$ cat src/rtl/pe_pkg.sv
package pe_pkg;
  typedef enum logic [2:0] {
    SQ_IDLE, SQ_CLR, SQ_SETTLE, SQ_STEP, SQ_BACK, SQ_DONE, SQ_FAIL
  } seq_state_e;

  typedef enum logic [1:0] {
    SP_IDLE, SP_ARM, SP_GUARD, SP_WAIT
  } step_state_e;

  typedef enum logic {
    DIR_REV = 1'b0,
    DIR_FWD = 1'b1
  } step_dir_e;
endpackage

$ cat src/rtl/pe_settle_timer.sv
module pe_settle_timer #(
  parameter int unsigned CYCLES = 625000
) (
  input  logic clk_i,
  input  logic rst_ni,
  input  logic load_i,
  output logic expire_o
);
  localparam int unsigned TW = (CYCLES < 2) ? 1 : $clog2(CYCLES);
  localparam logic [TW-1:0] LOAD_VAL = TW'(CYCLES - 1);

  logic [TW-1:0] cnt_q;
  logic          run_q;

  always_ff @(posedge clk_i or negedge rst_ni) begin
    if (!rst_ni) begin
      cnt_q <= '0;
      run_q <= 1'b0;
    end else if (load_i) begin
      cnt_q <= LOAD_VAL;
      run_q <= 1'b1;
    end else if (run_q) begin
      if (cnt_q == '0) run_q <= 1'b0;
      else             cnt_q <= cnt_q - 1'b1;
    end
  end

  assign expire_o = run_q && (cnt_q == '0);
endmodule

$ cat src/rtl/pe_step_counter.sv
module pe_step_counter #(
  parameter int unsigned W = 13
) (
  input  logic         clk_i,
  input  logic         rst_ni,
  input  logic         clr_i,
  input  logic         inc_i,
  output logic [W-1:0] cnt_o
);
  logic [W-1:0] cnt_q;

  always_ff @(posedge clk_i or negedge rst_ni) begin
    if (!rst_ni)                       cnt_q <= '0;
    else if (clr_i)                    cnt_q <= '0;
    else if (inc_i && (cnt_q != '1))   cnt_q <= cnt_q + 1'b1;
  end

  assign cnt_o = cnt_q;
endmodule

$ cat src/rtl/pe_step_port.sv
module pe_step_port
  import pe_pkg::*;
(
  input  logic clk_i,
  input  logic rst_ni,
  input  logic go_i,
  input  logic dir_i,
  input  logic ps_done_i,
  output logic ps_req_o,
  output logic ps_dir_o,
  output logic busy_o,
  output logic cmpl_o
);
  step_state_e st_q, st_d;
  logic        dir_q;

  always_comb begin
    st_d     = st_q;
    ps_req_o = 1'b0;
    cmpl_o   = 1'b0;
    unique case (st_q)
      SP_IDLE:  if (go_i) st_d = SP_ARM;
      SP_ARM: begin
        if (ps_done_i) begin
          ps_req_o = 1'b1;
          st_d     = SP_GUARD;
        end
      end
      // shifter needs one cycle to drop its done
      SP_GUARD: st_d = SP_WAIT;
      SP_WAIT: begin
        if (ps_done_i) begin
          cmpl_o = 1'b1;
          st_d   = SP_IDLE;
        end
      end
      default:  st_d = SP_IDLE;
    endcase
  end

  always_ff @(posedge clk_i or negedge rst_ni) begin
    if (!rst_ni) begin
      st_q  <= SP_IDLE;
      dir_q <= DIR_FWD;
    end else begin
      st_q <= st_d;
      if (st_q == SP_IDLE && go_i) dir_q <= dir_i;
    end
  end

  assign ps_dir_o = dir_q;
  assign busy_o   = (st_q != SP_IDLE);
endmodule

$ cat src/rtl/phase_center_seq.sv
module phase_center_seq
  import pe_pkg::*;
#(
  parameter int unsigned SETTLE_CYCLES = 625000,
  parameter int unsigned STEP_LIMIT    = 5000,
  parameter int unsigned CNT_W         = $clog2(STEP_LIMIT + 2)
) (
  input  logic             clk_i,
  input  logic             rst_ni,
  input  logic             start_i,
  input  logic             err_flag_i,
  output logic             err_clr_o,
  output logic             ps_req_o,
  output logic             ps_dir_o,
  input  logic             ps_done_i,
  output logic             busy_o,
  output logic             done_o,
  output logic             fail_o,
  output logic [CNT_W-1:0] lead_o,
  output logic [CNT_W-1:0] width_o
);
  localparam logic [CNT_W-1:0] LIMIT_C = CNT_W'(STEP_LIMIT);

  seq_state_e       st_q, st_d;
  logic             search_q;   // 0: seek clean, 1: seek error
  logic             first_q;
  logic             prev_q;
  logic [CNT_W-1:0] rem_q;
  logic [CNT_W-1:0] lead_q, width_q;

  logic             expire, hit, over, accept;
  logic             sp_go, sp_dir, sp_busy, sp_cmpl;
  logic             cnt_clr, cnt_inc;
  logic [CNT_W-1:0] cnt;

  pe_settle_timer #(.CYCLES(SETTLE_CYCLES)) u_timer (
    .clk_i    (clk_i),
    .rst_ni   (rst_ni),
    .load_i   (st_q == SQ_CLR),
    .expire_o (expire)
  );

  pe_step_counter #(.W(CNT_W)) u_cnt (
    .clk_i  (clk_i),
    .rst_ni (rst_ni),
    .clr_i  (cnt_clr),
    .inc_i  (cnt_inc),
    .cnt_o  (cnt)
  );

  pe_step_port u_port (
    .clk_i     (clk_i),
    .rst_ni    (rst_ni),
    .go_i      (sp_go),
    .dir_i     (sp_dir),
    .ps_done_i (ps_done_i),
    .ps_req_o  (ps_req_o),
    .ps_dir_o  (ps_dir_o),
    .busy_o    (sp_busy),
    .cmpl_o    (sp_cmpl)
  );

  assign accept  = (st_q == SQ_IDLE) && start_i;
  assign hit     = !first_q && (prev_q != search_q) && (err_flag_i == search_q);
  assign over    = (cnt > LIMIT_C);
  assign sp_dir  = (st_q == SQ_BACK) ? DIR_REV : DIR_FWD;
  assign sp_go   = !sp_busy && ((st_q == SQ_STEP) ||
                                ((st_q == SQ_BACK) && (rem_q != '0)));
  assign cnt_inc = (st_q == SQ_STEP) && sp_cmpl;
  assign cnt_clr = accept ||
                   ((st_q == SQ_SETTLE) && expire && hit && !search_q);

  always_comb begin
    st_d = st_q;
    unique case (st_q)
      SQ_IDLE:   if (start_i) st_d = SQ_CLR;
      SQ_CLR:    st_d = SQ_SETTLE;
      SQ_SETTLE: begin
        if (expire) begin
          if (first_q)       st_d = SQ_STEP;
          else if (hit)      st_d = search_q ? SQ_BACK : SQ_CLR;
          else if (over)     st_d = SQ_FAIL;
          else               st_d = SQ_STEP;
        end
      end
      SQ_STEP:   if (sp_cmpl) st_d = SQ_CLR;
      SQ_BACK:   if (rem_q == '0 && !sp_busy) st_d = SQ_DONE;
      SQ_DONE,
      SQ_FAIL:   st_d = SQ_IDLE;
      default:   st_d = SQ_IDLE;
    endcase
  end

  always_ff @(posedge clk_i or negedge rst_ni) begin
    if (!rst_ni) begin
      st_q     <= SQ_IDLE;
      search_q <= 1'b0;
      first_q  <= 1'b1;
      prev_q   <= 1'b0;
      rem_q    <= '0;
      lead_q   <= '0;
      width_q  <= '0;
    end else begin
      st_q <= st_d;
      if (accept) begin
        search_q <= 1'b0;
        first_q  <= 1'b1;
        lead_q   <= '0;
        width_q  <= '0;
      end
      if (st_q == SQ_SETTLE && expire) begin
        if (first_q) begin
          prev_q  <= err_flag_i;
          first_q <= 1'b0;
        end else if (hit) begin
          if (!search_q) begin
            lead_q   <= cnt;
            search_q <= 1'b1;
            first_q  <= 1'b1;
          end else begin
            width_q <= cnt;
            rem_q   <= cnt >> 1;
          end
        end else begin
          prev_q <= err_flag_i;
        end
      end
      if (st_q == SQ_BACK && sp_cmpl) rem_q <= rem_q - 1'b1;
    end
  end

  assign err_clr_o = (st_q == SQ_CLR);
  assign busy_o    = (st_q != SQ_IDLE) && (st_q != SQ_DONE) && (st_q != SQ_FAIL);
  assign done_o    = (st_q == SQ_DONE);
  assign fail_o    = (st_q == SQ_FAIL);
  assign lead_o    = lead_q;
  assign width_o   = width_q;
endmodule

$ cat config.mk
export PLATFORM = sky130hd
export DESIGN_NAME = phase_center_seq
export DESIGN_NICKNAME = d
export VERILOG_FILES = /design/src/rtl/pe_pkg.sv /design/src/rtl/pe_settle_timer.sv /design/src/rtl/pe_step_counter.sv /design/src/rtl/pe_step_port.sv /design/src/rtl/phase_center_seq.sv
export SDC_FILE = /design/constraint.sdc
export NUM_CORES = 1
export LEC_CHECK = 0
export ABC_AREA = 0
export BUFFER_PORTS_ARGS = -buffer_cell sky130_fd_sc_hd__buf_2
export CORE_MARGIN = 2
export CORE_UTILIZATION = 45
export CTS_CLUSTER_SIZE = 30
export DETAILED_ROUTE_END_ITERATION = 10
export GPL_TIMING_DRIVEN = 0
export MAX_ROUTING_LAYER = met4
export PLACE_DENSITY = 0.74
export SETUP_SLACK_MARGIN = 0.3
export SLEW_MARGIN = 20
export SYNTH_ARGS = -nofsm -noshare
export SYNTH_HDL_FRONTEND = slang
export SYNTH_HIERARCHICAL = 1
export SYNTH_SLANG_ARGS = --single-unit
$ cat constraint.sdc
create_clock -name clk_i -period 4.6 [get_ports clk_i]
set_input_delay 1.15 -clock clk_i [delete_from_list [all_inputs] [get_ports clk_i]]
set_output_delay 1.15 -clock clk_i [all_outputs]
set_load 0.01 [all_outputs]
==> out/qor.yml, run 1 <==
p_int_uw: 1350
rsz0062_at_grt: "no"
layout_common_cells: "dfrtp_1 (80), nand2_1 (57), buf_2 (41), nor2_1 (39), nand3_1 (25)"
synth_async_sr_flop_share: 1.00
cp_data_required_time_ns: 4.84
grt_max_degree: 58
synth-seq-cells: 82
fp-row-count: 36
hold_viol: 0
pin_count: 37
worst_slew_pin_slew_ns: 0.646
overflow: 0
final_common_cell: "dfrtp_1"
synth_xor_area_frac: 0.00384
synth_area_per_cell_um2: 9.62
slew_headroom: 0.566
pwr-share-seq: 0.453
root_buffer: "clkbuf_8"
core_area_um2: 9820
fmax_mhz: 282
syn2layout_area_growth_pct: 12.4
viasPerCell: 5.85
synth-compound-area-share: 0.163
reg2regPathDepth: 11
multi_input_area_um2: 2320
drt_iter0_markers: 208
holdCritPathClass: "flop to flop"
p_total_uw: 2180
synth-edff-count: 0
nFillCells: 926
synthFlopType: "dfrtp_1"
post_cts_resized: 0
fin_ws_ns: 1.06
rr_endpoint: "u_cnt/cnt_o[6]$_DFFE_PN0P_"
p_per_area_nw_per_um2: 425
num_antenna_cells: 0
p_clk_frac: 0.228
drcViolationCount: 0
wl_per_cell_um: 15.6
cts_buffers: 9
min_period_ns: 3.54
drive_gt1_frac: 0.180
arrival_ns: 3.78
die_area_um2: 11000
holdPathStages: 1
drt_wl_total_mm: 10.3
setup-tns-final_ns: 0
synthDistinctLibCells: 80
first_pass_iters: 4
vias: 3864
detailed_place_hpwl_mm: 7.43
r2r-start: "u_timer/cnt_q[2]$_DFFE_PN0P_"
end_kind: "flop"
p_switching_uw: 826
criticalPathCategory: "flop to flop"
critPathLaunchType: "flop"
synth_nets: 489
postCtsSetupBuffers: 0
ir_worst_vdd_mv: 0.289
clkLatencyLatePin_ns: 0.36
switching_share: 0.379
cp_max_fo: 10
status: "finished clean"
grt_pass1_vias: 3649
grt_usage: 0.199
hold_ws_ns: 0.477
cts.path.max_buffers: 2
dieWidth_um: 105
syn-cell-area_um2: 4560
fin_nets: 537
final_util: 0.522
r2r_setup_slack_ns: 1.06
synthMuxAreaShare: 0.0288
synth_top_family_by_area: "simple AND/OR/NAND/NOR gates"
setup-violations-final: 0
cts_tree: "built"
place.gp.congestion: 0.877
grt_first_pass_wirelength_mm: 17.4
cts_hold_buf: 0
leakage_uw: 0.00228
path_clk_slew_ns: 0.09
netlist_instances: 474
cts_max_level: 3
synth_seq_area_share: 0.450
drtAntennaViolNets: 0
portBuffers: 36
synth_fa_ha_area_frac: 0.0274
yosysWarnings: 6
antenna_found_initial: 0
initial_core_util: 0.465
cts_sinks: 82
hp-start: "width_o[8]$_DFF_PN0_"
hold-path-endpoint: "width_o[8]$_DFF_PN0_"
drv_slew: 0
combPwrFrac: 0.318
post-route-period-util: 0.770
seq_area_um2: 2050
synth-simple-area-share: 0.285
clock_skew_ns: 0.0125
die_h_um: 105
cap_viol_max_count: 0
dp_slack_ns: 1.09
-- synthesized netlist by cell type (7+ instances only) --
| cell type | instances | area [um^2] |
|---|---|---|
| a21oi_1 | 16 | 80.1 |
| clkbuf_1 | 11 | 41.3 |
| dfrtp_1 | 80 | 2000 |
| ha_1 | 10 | 125 |
| inv_1 | 14 | 52.6 |
| nand2_1 | 57 | 214 |
| nand3_1 | 25 | 125 |
| nor2_1 | 39 | 146 |
| nor2b_1 | 8 | 50.1 |
| nor3_1 | 17 | 85.1 |
| nor4_1 | 7 | 43.8 |
| o21ai_0 | 21 | 105 |
| o31ai_1 | 10 | 75.1 |
| or3_1 | 7 | 43.8 |
| or4_1 | 15 | 113 |
-- critical path, cell delays in order, from the launching register on --
cell           delay, ns
dfrtp_1             0.36
buf_2               0.16
or4_1               0.55
nor3_1              0.53
and3_1              0.30
nand4bb_1           0.10
buf_2               0.18
nor3_1              0.21
buf_2               0.24
nand2b_1            0.21
dlygate4sd1_1       0.47
nor3_1              0.11
-- flip-flops by register name (all words and copies together) (netlist names), 2 cells and up --
register / count
lead_o: 13
rem_q: 13
st_q: 3
u_cnt/cnt_o: 13
u_port/st_q: 2
u_timer/cnt_q: 20
width_o: 13
-- routing by layer --
metal / track usage / vias to the layer above / share of wire
met1: 0.234 / 1909 / 0.43
met3: 0.0424 / 13 / 0.038
met4: 0.0619 / 0 / 0.014
met5: - / - / 0
met2: 0.343 / 77 / 0.52
li1: - / 1865 / -
-- metrics by stage --
stage                     area (um^2)  instances
after floorplan                  4560        474
after global placement           4910        643
after detailed placement         4940        644
after CTS                        5130        660
after global routing             5130        660
final                            5130        660
-- area by class of cell --
| type | count | share of cell area |
|---|---|---|
| Tap cell | 133 | 0.0325 |
| Sequential cell | 82 | 0.401 |
| Timing Repair Buffer | 37 | 0.0410 |
| Multi-Input combinational cell | 353 | 0.452 |
| Clock inverter | 6 | 0.00976 |
| Inverter | 16 | 0.0117 |
| Buffer | 23 | 0.0251 |
| Clock buffer | 10 | 0.0268 |
-- power by group through the flow --
stage / clock network, uW / logic, uW / registers, uW
6_report: 497 / 694 / 988
5_1_grt: 543 / 777 / 1010
4_1_cts: 513 / 699 / 987
3_5_place_dp: 0 / 693 / 1000
3_3_place_gp: 0 / 660 / 990
2_1_floorplan: 0 / 537 / 962
-- worst max path at each step --
| stage | startpoint | endpoint |
|---|---|---|
| floorplan | u_timer/cnt_q[15]$_DFFE_PN0P_ | u_cnt/cnt_o[6]$_DFFE_PN0P_ |
| global placement | u_timer/cnt_q[15]$_DFFE_PN0P_ | u_cnt/cnt_o[6]$_DFFE_PN0P_ |
| detailed placement | u_timer/cnt_q[2]$_DFFE_PN0P_ | u_cnt/cnt_o[6]$_DFFE_PN0P_ |
| CTS | u_timer/cnt_q[2]$_DFFE_PN0P_ | u_cnt/cnt_o[6]$_DFFE_PN0P_ |
| global route | u_timer/cnt_q[2]$_DFFE_PN0P_ | u_cnt/cnt_o[6]$_DFFE_PN0P_ |
| finish | u_timer/cnt_q[2]$_DFFE_PN0P_ | u_cnt/cnt_o[6]$_DFFE_PN0P_ |
-- logic make-up (layout without fill, tap and decap cells) --
group / after synthesis / in the layout
AOI/OAI and AO/OA: 102 / 102
xor gates and xnor gates: 2 / 2
adders and majority gates: 10 / 10
buffers and inverters: 39 / 92
DFF: 82 / 82
muxes: 12 / 12
and+or+nand+nor: 227 / 227
(Power assumes the default switching activity.)
==> inputs of run 2 (changes only) <==
--- a/config.mk
+++ b/config.mk
@@ -13,7 +13,7 @@
 export DETAILED_ROUTE_END_ITERATION = 10
 export GPL_TIMING_DRIVEN = 0
 export MAX_ROUTING_LAYER = met4
-export PLACE_DENSITY = 0.74
+export PLACE_DENSITY = 0.76
 export SETUP_SLACK_MARGIN = 0.3
 export SLEW_MARGIN = 20
 export SYNTH_ARGS = -nofsm -noshare
==> constraint.sdc (replaced) <==
create_clock -name clk_i -period 3.2 [get_ports clk_i]
set_input_delay 0.8 -clock clk_i [delete_from_list [all_inputs] [get_ports clk_i]]
set_output_delay 0.8 -clock clk_i [all_outputs]
set_load 0.01 [all_outputs]
==> run 2 against run 1 <==
Net effect: via count grew 2.0%; clock-buffer cell count is the same; register-to-register slack lost 0.65 ns; sequential share of layout area shrank 1.4 points; critical path depth is the same; clock skew is essentially flat; critical path type unchanged.
==> out/qor.yml, run 2 (synthesis results as in run 1) <==
status: "finished clean"  # unchanged
fp-row-count: 36  # unchanged
startpoint: "u_timer/cnt_q[11]$_DFFE_PN0P_"  # was u_timer/cnt_q[2]$_DFFE_PN0P_
hold_ws_ns: 0.432  # was 0.477 ns
post-route-period-util: 0.874  # was 0.770
p_clk_frac: 0.237  # was 0.228
largest_register_ffs: 20  # unchanged
p_per_area_nw_per_um2: 613  # was 425 nW/um^2
nFillCells: 898  # was 926
clock_skew_ns: 0.0127  # was 0.0125 ns
grt_first_pass_wirelength_mm: 18.0  # was 17.4 mm
wl_per_cell_um: 15.8  # was 15.6 um
grt_usage: 0.207  # was 0.199
core_area_um2: 9820  # unchanged
dieWidth_um: 105  # unchanged
path_clk_slew_ns: 0.09  # about the same
initial_core_util: 0.465  # unchanged
grt_max_degree: 46  # was 58
die_h_um: 105  # unchanged
drt_iter0_markers: 235  # was 208
cts_buffers: 9  # unchanged
arrival_ns: 3.04  # was 3.78 ns
vias: 3943  # was 3,864
grt_pass1_vias: 3886  # was 3,649
drive_gt1_frac: 0.217  # was 0.180
viasPerCell: 5.82  # was 5.85
drtAntennaViolNets: 0  # unchanged
drv_slew: 0  # unchanged
fin_nets: 554  # was 537
r2r-start: "u_timer/cnt_q[11]$_DFFE_PN0P_"  # was u_timer/cnt_q[2]$_DFFE_PN0P_
end_kind: "flop"  # unchanged
seq_area_um2: 2050  # unchanged
place.gp.congestion: 0.901  # was 0.877
cts_hold_buf: 0  # unchanged
leakage_uw: 0.00238  # was 0.00228 uW
slew_headroom: 0.611  # was 0.566
p_int_uw: 2030  # was 1350 uW
cts.path.max_buffers: 2  # unchanged
portBuffers: 36  # unchanged
r2r_setup_slack_ns: 0.40  # was 1.06 ns
syn2layout_area_growth_pct: 16.5  # was 12.4%
final_common_cell: "dfrtp_1"  # unchanged
cts_sinks: 82  # unchanged
cap_viol_max_count: 0  # unchanged
hold_viol: 0  # unchanged
antenna_found_initial: 0  # unchanged
detailed_place_hpwl_mm: 7.44  # was 7.43 mm
p_switching_uw: 1220  # was 826 uW
drcViolationCount: 0  # unchanged
die_area_um2: 11000  # unchanged
cts_tree: "built"  # unchanged
fmax_mhz: 358  # was 282 MHz
min_period_ns: 2.80  # was 3.54 ns
switching_share: 0.375  # was 0.379
pin_count: 37  # unchanged
setup-violations-final: 0  # unchanged
num_antenna_cells: 0  # unchanged
holdCritPathClass: "input port to asynchronous set/reset pin"  # was flop to flop
layout_common_cells: "dfrtp_1 (80), nand2_1 (57), buf_2 (41), nor2_1 (39), nand3_1 (25)"  # unchanged
drt_wl_total_mm: 10.7  # was 10.3 mm
overflow: 0  # unchanged
multi_input_area_um2: 2360  # was 2320 um^2
setup-tns-final_ns: 0  # unchanged
rsz0062_at_grt: "no"  # unchanged
root_buffer: "clkbuf_8"  # unchanged
cp_data_required_time_ns: 3.45  # was 4.84 ns
regMostFlops: "u_timer/cnt_q"  # unchanged
combPwrFrac: 0.325  # was 0.318
clkLatencyLatePin_ns: 0.36  # about the same
critPathLaunchType: "flop"  # unchanged
cp_max_fo: 6  # was 10
ir_worst_vdd_mv: 0.383  # was 0.289 mV
criticalPathCategory: "flop to flop"  # unchanged
pwr-share-seq: 0.438  # was 0.453
worst_slew_pin_slew_ns: 0.583  # was 0.646 ns
first_pass_iters: 4  # unchanged
cts_max_level: 3  # unchanged
[run 2: cell types whose count changed in the layout (fill, tap and decap cells not counted), moves of 2 or more]
| cell | before | now |
|---|---|---|
| nor3_1 | 17 | 15 |
| buf_4 | 3 | 18 |
| buf_6 | 3 | 6 |
| nor3_4 | 1 | 3 |
[run 2: metal layers]
layer	track usage	vias to the layer above	routed length (um)
met5	-	-	0
met4	0.0790	0	263
met1	0.237	1910	4500
met3	0.0493	24	492
met2	0.353	110	5410
li1	-	1899	-
[run 2: area by class of cell]
class                           instances  area share
Clock inverter                          6      0.0139
Clock buffer                           10      0.0240
Timing Repair Buffer                   54      0.0617
Sequential cell                        82       0.387
Tap cell                              133      0.0313
Buffer                                 23      0.0266
Multi-Input combinational cell        353       0.445
Inverter                               16      0.0113
[run 2: final timing paths]
check / end / depth (start not counted)
min: lead_o[7]$_DFF_PN0_ / 1
max in group asynchronous: first_q$_DFF_PN1_ / 2
min in group clk_i: width_o[8]$_DFF_PN0_ / 1
max reg2reg: rem_q[0]$_DFFE_PN0P_ / 11
max: rem_q[0]$_DFFE_PN0P_ / 11
min reg2reg: width_o[8]$_DFF_PN0_ / 1
[run 2: power groups by stage]
stage,logic [uW],registers [uW],clock network [uW]
after floorplan,772,1380,0
after global placement,948,1420,0
after global routing,1190,1450,838
final,1060,1420,771
after CTS,1030,1420,790
after detailed placement,997,1440,0
[run 2: worst max-delay path, stage by stage (launching register included)]
cell and delay [ns]:
dfrtp_1 0.40, or4_4 0.57, nor4_4 0.31, buf_6 0.15, and3_4 0.18, nand4bb_1 0.11, buf_6 0.15, buf_4 0.13
nor3_4 0.19, buf_4 0.16, nor2_1 0.05, a221o_1 0.29
[run 2: what timing repair did]
action / CTS / global route
gates resized for setup: 6 / 7
endpoints found under the hold margin: 0 / 0
pin swaps: 3 / 6
gates cloned: 0 / 1
endpoints found under the setup margin: 53 / 53
buffers inserted: 8 / 8
[run 2: through the flow]
| stage | setup slack (ns) | power [uW] | instance area [um^2] | cells | util |
|---|---|---|---|---|---|
| floorplan | 0.323 | 2150 | 4560 | 474 | - |
| CTS | 0.310 | 3240 | 5220 | 668 | 0.531 |
| global route | 0.286 | 3480 | 5310 | 677 | 0.541 |
| detailed placement | -0.0978 | 2430 | 4930 | 644 | 0.502 |
| global placement | 0.0124 | 2370 | 4900 | 643 | 0.499 |
| finish | 0.404 | 3260 | 5310 | 677 | 0.541 |
==> inputs of run 3 (changes only) <==
--- a/config.mk
+++ b/config.mk
@@ -6,14 +6,14 @@
 export NUM_CORES = 1
 export LEC_CHECK = 0
 export ABC_AREA = 0
-export BUFFER_PORTS_ARGS = -buffer_cell sky130_fd_sc_hd__buf_2
 export CORE_MARGIN = 2
 export CORE_UTILIZATION = 45
 export CTS_CLUSTER_SIZE = 30
 export DETAILED_ROUTE_END_ITERATION = 10
+export DONT_BUFFER_PORTS = 1
 export GPL_TIMING_DRIVEN = 0
 export MAX_ROUTING_LAYER = met4
-export PLACE_DENSITY = 0.76
+export PLACE_DENSITY = 0.73
 export SETUP_SLACK_MARGIN = 0.3
 export SLEW_MARGIN = 20
 export SYNTH_ARGS = -nofsm -noshare
==> run 3 against run 2 <==
Net effect: core utilization is 1.8 points lower; first-iteration DRC count increased by 11%; sequential power hardly changed; via count is 3.8% lower; maximum frequency is 4.4% lower; clock-buffer cell count unchanged.
==> out/qor.yml, run 3 (synthesis results as in run 1) <==
dieWidth_um: 105  # unchanged
cp_max_fo: 8  # was 6
end_kind: "flop"  # unchanged
final_common_cell: "dfrtp_1"  # unchanged
core_area_um2: 9820  # unchanged
critPathLaunchType: "flop"  # unchanged
portBuffers: 0  # was 36
status: "finished clean"  # unchanged
final_util: 0.523  # was 0.541
setup-violations-final: 0  # unchanged
fin_nets: 515  # was 554
pin_count: 37  # unchanged
cpMostUsedCell: "buf_6"
clock_skew_ns: 0.0101  # was 0.0127 ns
drive_gt1_frac: 0.164  # was 0.217
hold_viol: 0  # unchanged
grt_usage: 0.200  # was 0.207
fmax_mhz: 342  # was 358 MHz
cts_tree: "built"  # unchanged
syn2layout_area_growth_pct: 12.5  # was 16.5%
drt_iter0_markers: 261  # was 235
slew_headroom: 0.624  # was 0.611
cts.path.max_buffers: 2  # unchanged
grt_pass1_vias: 3721  # was 3,886
cts_max_level: 3  # unchanged
regMostFlops: "u_timer/cnt_q"  # unchanged
criticalPathCategory: "flop to flop"  # unchanged
fp-row-count: 36  # unchanged
vias: 3795  # was 3,943
cp_data_required_time_ns: 3.44  # was 3.45 ns
grt_max_degree: 83  # was 46
min_period_ns: 2.92  # was 2.80 ns
leakage_uw: 0.00218  # was 0.00238 uW
drv_slew: 0  # unchanged
slowest_delay_ns: 0.58  # was 0.57 ns
place.gp.congestion: 0.921  # was 0.901
cts_buffers: 9  # unchanged
detailed_place_hpwl_mm: 7.32  # was 7.44 mm
wl_per_cell_um: 17.2  # was 15.8 um
ir_worst_vdd_mv: 0.356  # was 0.383 mV
first_pass_iters: 4  # unchanged
arrival_ns: 3.17  # was 3.04 ns
cp_slowest_cell: "or4_4"  # unchanged
cts_hold_buf: 0  # unchanged
drt_wl_total_mm: 11.0  # was 10.7 mm
overflow: 0  # unchanged
p_per_area_nw_per_um2: 609  # was 613 nW/um^2
layout_common_cells: "dfrtp_1 (80), nand2_1 (57), nor2_1 (39), nand3_1 (24), o21ai_0 (21)"  # was dfrtp_1 (80), nand2_1 (57), buf_2 (41), nor2_1 (39), nand3_1 (25)
num_antenna_cells: 0  # unchanged
cts_sinks: 82  # unchanged
clkLatencyLatePin_ns: 0.35  # was 0.36 ns
grt_first_pass_wirelength_mm: 17.5  # was 18.0 mm
die_area_um2: 11000  # unchanged
post-route-period-util: 0.914  # was 0.874
cap_viol_max_count: 0  # unchanged
worst_slew_pin_slew_ns: 0.559  # was 0.583 ns
critPathTopFamily: "simple AND/OR/NAND/NOR gates"  # unchanged
path_clk_slew_ns: 0.09  # about the same
die_h_um: 105  # unchanged
viasPerCell: 5.95  # was 5.82
setup-tns-final_ns: 0  # unchanged
root_buffer: "clkbuf_8"  # unchanged
p_total_uw: 3130  # was 3260 uW
antenna_found_initial: 0  # unchanged
crit_chain: "or4_4 -> nor4_4 -> buf_6 -> and3_4 -> nand4bb_1 -> buf_6 -> buf_12 -> nor3_4 -> buf_6 -> nand2b_4 -> nor2_1 -> mux2_4"  # was or4_4 -> nor4_4 -> buf_6 -> and3_4 -> nand4bb_1 -> buf_6 -> buf_4 -> nor3_4 -> buf_4 -> nor2_1 -> a221o_1
rsz0062_at_grt: "yes"  # was no
holdCritPathClass: "input port to asynchronous set/reset pin"  # unchanged
initial_core_util: 0.465  # unchanged
critPathBufInv: 4  # unchanged
drcViolationCount: 0  # unchanged
largest_register_ffs: 20  # unchanged
drtAntennaViolNets: 0  # unchanged
-- run 3: cell types whose count changed in the layout (fill, tap and decap cells not counted), sizes merged --
cell and delta:
buf -41, clkbuf +2, clkinv +1, bufinv -1
-- run 3: stage by stage --
step | setup slack (ns) | instance area [um^2] | hold WS (ns) | std cells
floorplan | 0.323 | 4560 | 0.449 | 474
global placement | -0.00851 | 4720 | 0.483 | 607
detailed placement | -0.0810 | 4720 | 0.486 | 607
CTS | 0.304 | 4970 | 0.125 | 628
global route | 0.141 | 5130 | 0.109 | 638
finish | 0.276 | 5130 | 0.135 | 638
-- run 3: final timing paths --
path / from / to / slack, ns / cells past startpoint
worst max-delay path: u_timer/cnt_q[12]$_DFFE_PN0P_ / u_cnt/cnt_o[3]$_DFFE_PN0P_ / 0.28 / 12
worst min-delay path: rst_ni / width_o[6]$_DFF_PN0_ / 0.14 / 0
worst max register to register: u_timer/cnt_q[12]$_DFFE_PN0P_ / u_cnt/cnt_o[3]$_DFFE_PN0P_ / 0.28 / 12
worst min register to register: rem_q[12]$_DFFE_PN0P_ / rem_q[12]$_DFFE_PN0P_ / 0.50 / 1
max in group asynchronous: rst_ni / u_port/ps_dir_o$_DFFE_PN1P_ / 2.84 / 0
min in group clk_i: rem_q[12]$_DFFE_PN0P_ / rem_q[12]$_DFFE_PN0P_ / 0.50 / 1
-- run 3: metal layers --
layer	share of wire	GRT usage	wire, um	vias up
met5	0	-	0	-
met4	0.028	0.0714	303	0
met3	0.038	0.0418	415	25
met2	0.51	0.345	5650	100
met1	0.42	0.232	4620	1874
li1	-	-	-	1796
-- run 3: area by class of cell --
type                            instances  area [um^2]
Clock buffer                           10          128
Buffer                                 23          154
Clock inverter                          6         50.0
Multi-Input combinational cell        353         2380
Timing Repair Buffer                   15          140
Fill cell                             929         4690
Sequential cell                        82         2050
Inverter                               16         60.1
Tap cell                              133          166
-- run 3: power breakdown --
| part | switching [uW] | total (uW) | internal (uW) |
|---|---|---|---|
| Clock | 394 | 684 | 290 |
| Combinational | 589 | 1020 | 428 |
| Sequential | 214 | 1430 | 1210 |
| Total | 1200 | 3130 | 1930 |
-- run 3: repair_timing --
| item | 4_1_cts | 5_1_grt |
|---|---|---|
| pin swaps | 3 | 7 |
| endpoints found under the setup margin | 53 | 46 |
| resized for setup | 7 | 15 |
| buffers inserted | 5 | 8 |
| gates cloned | 0 | 2 |
-- run 3: worst reg2reg max path: cells and delay by family, from the launching register on --
| kind | cells | cell delay [ns] |
|---|---|---|
| mux | 1 | 0.26 |
| flops | 1 | 0.40 |
| simple gates | 7 | 1.58 |
| buf+inv | 4 | 0.59 |
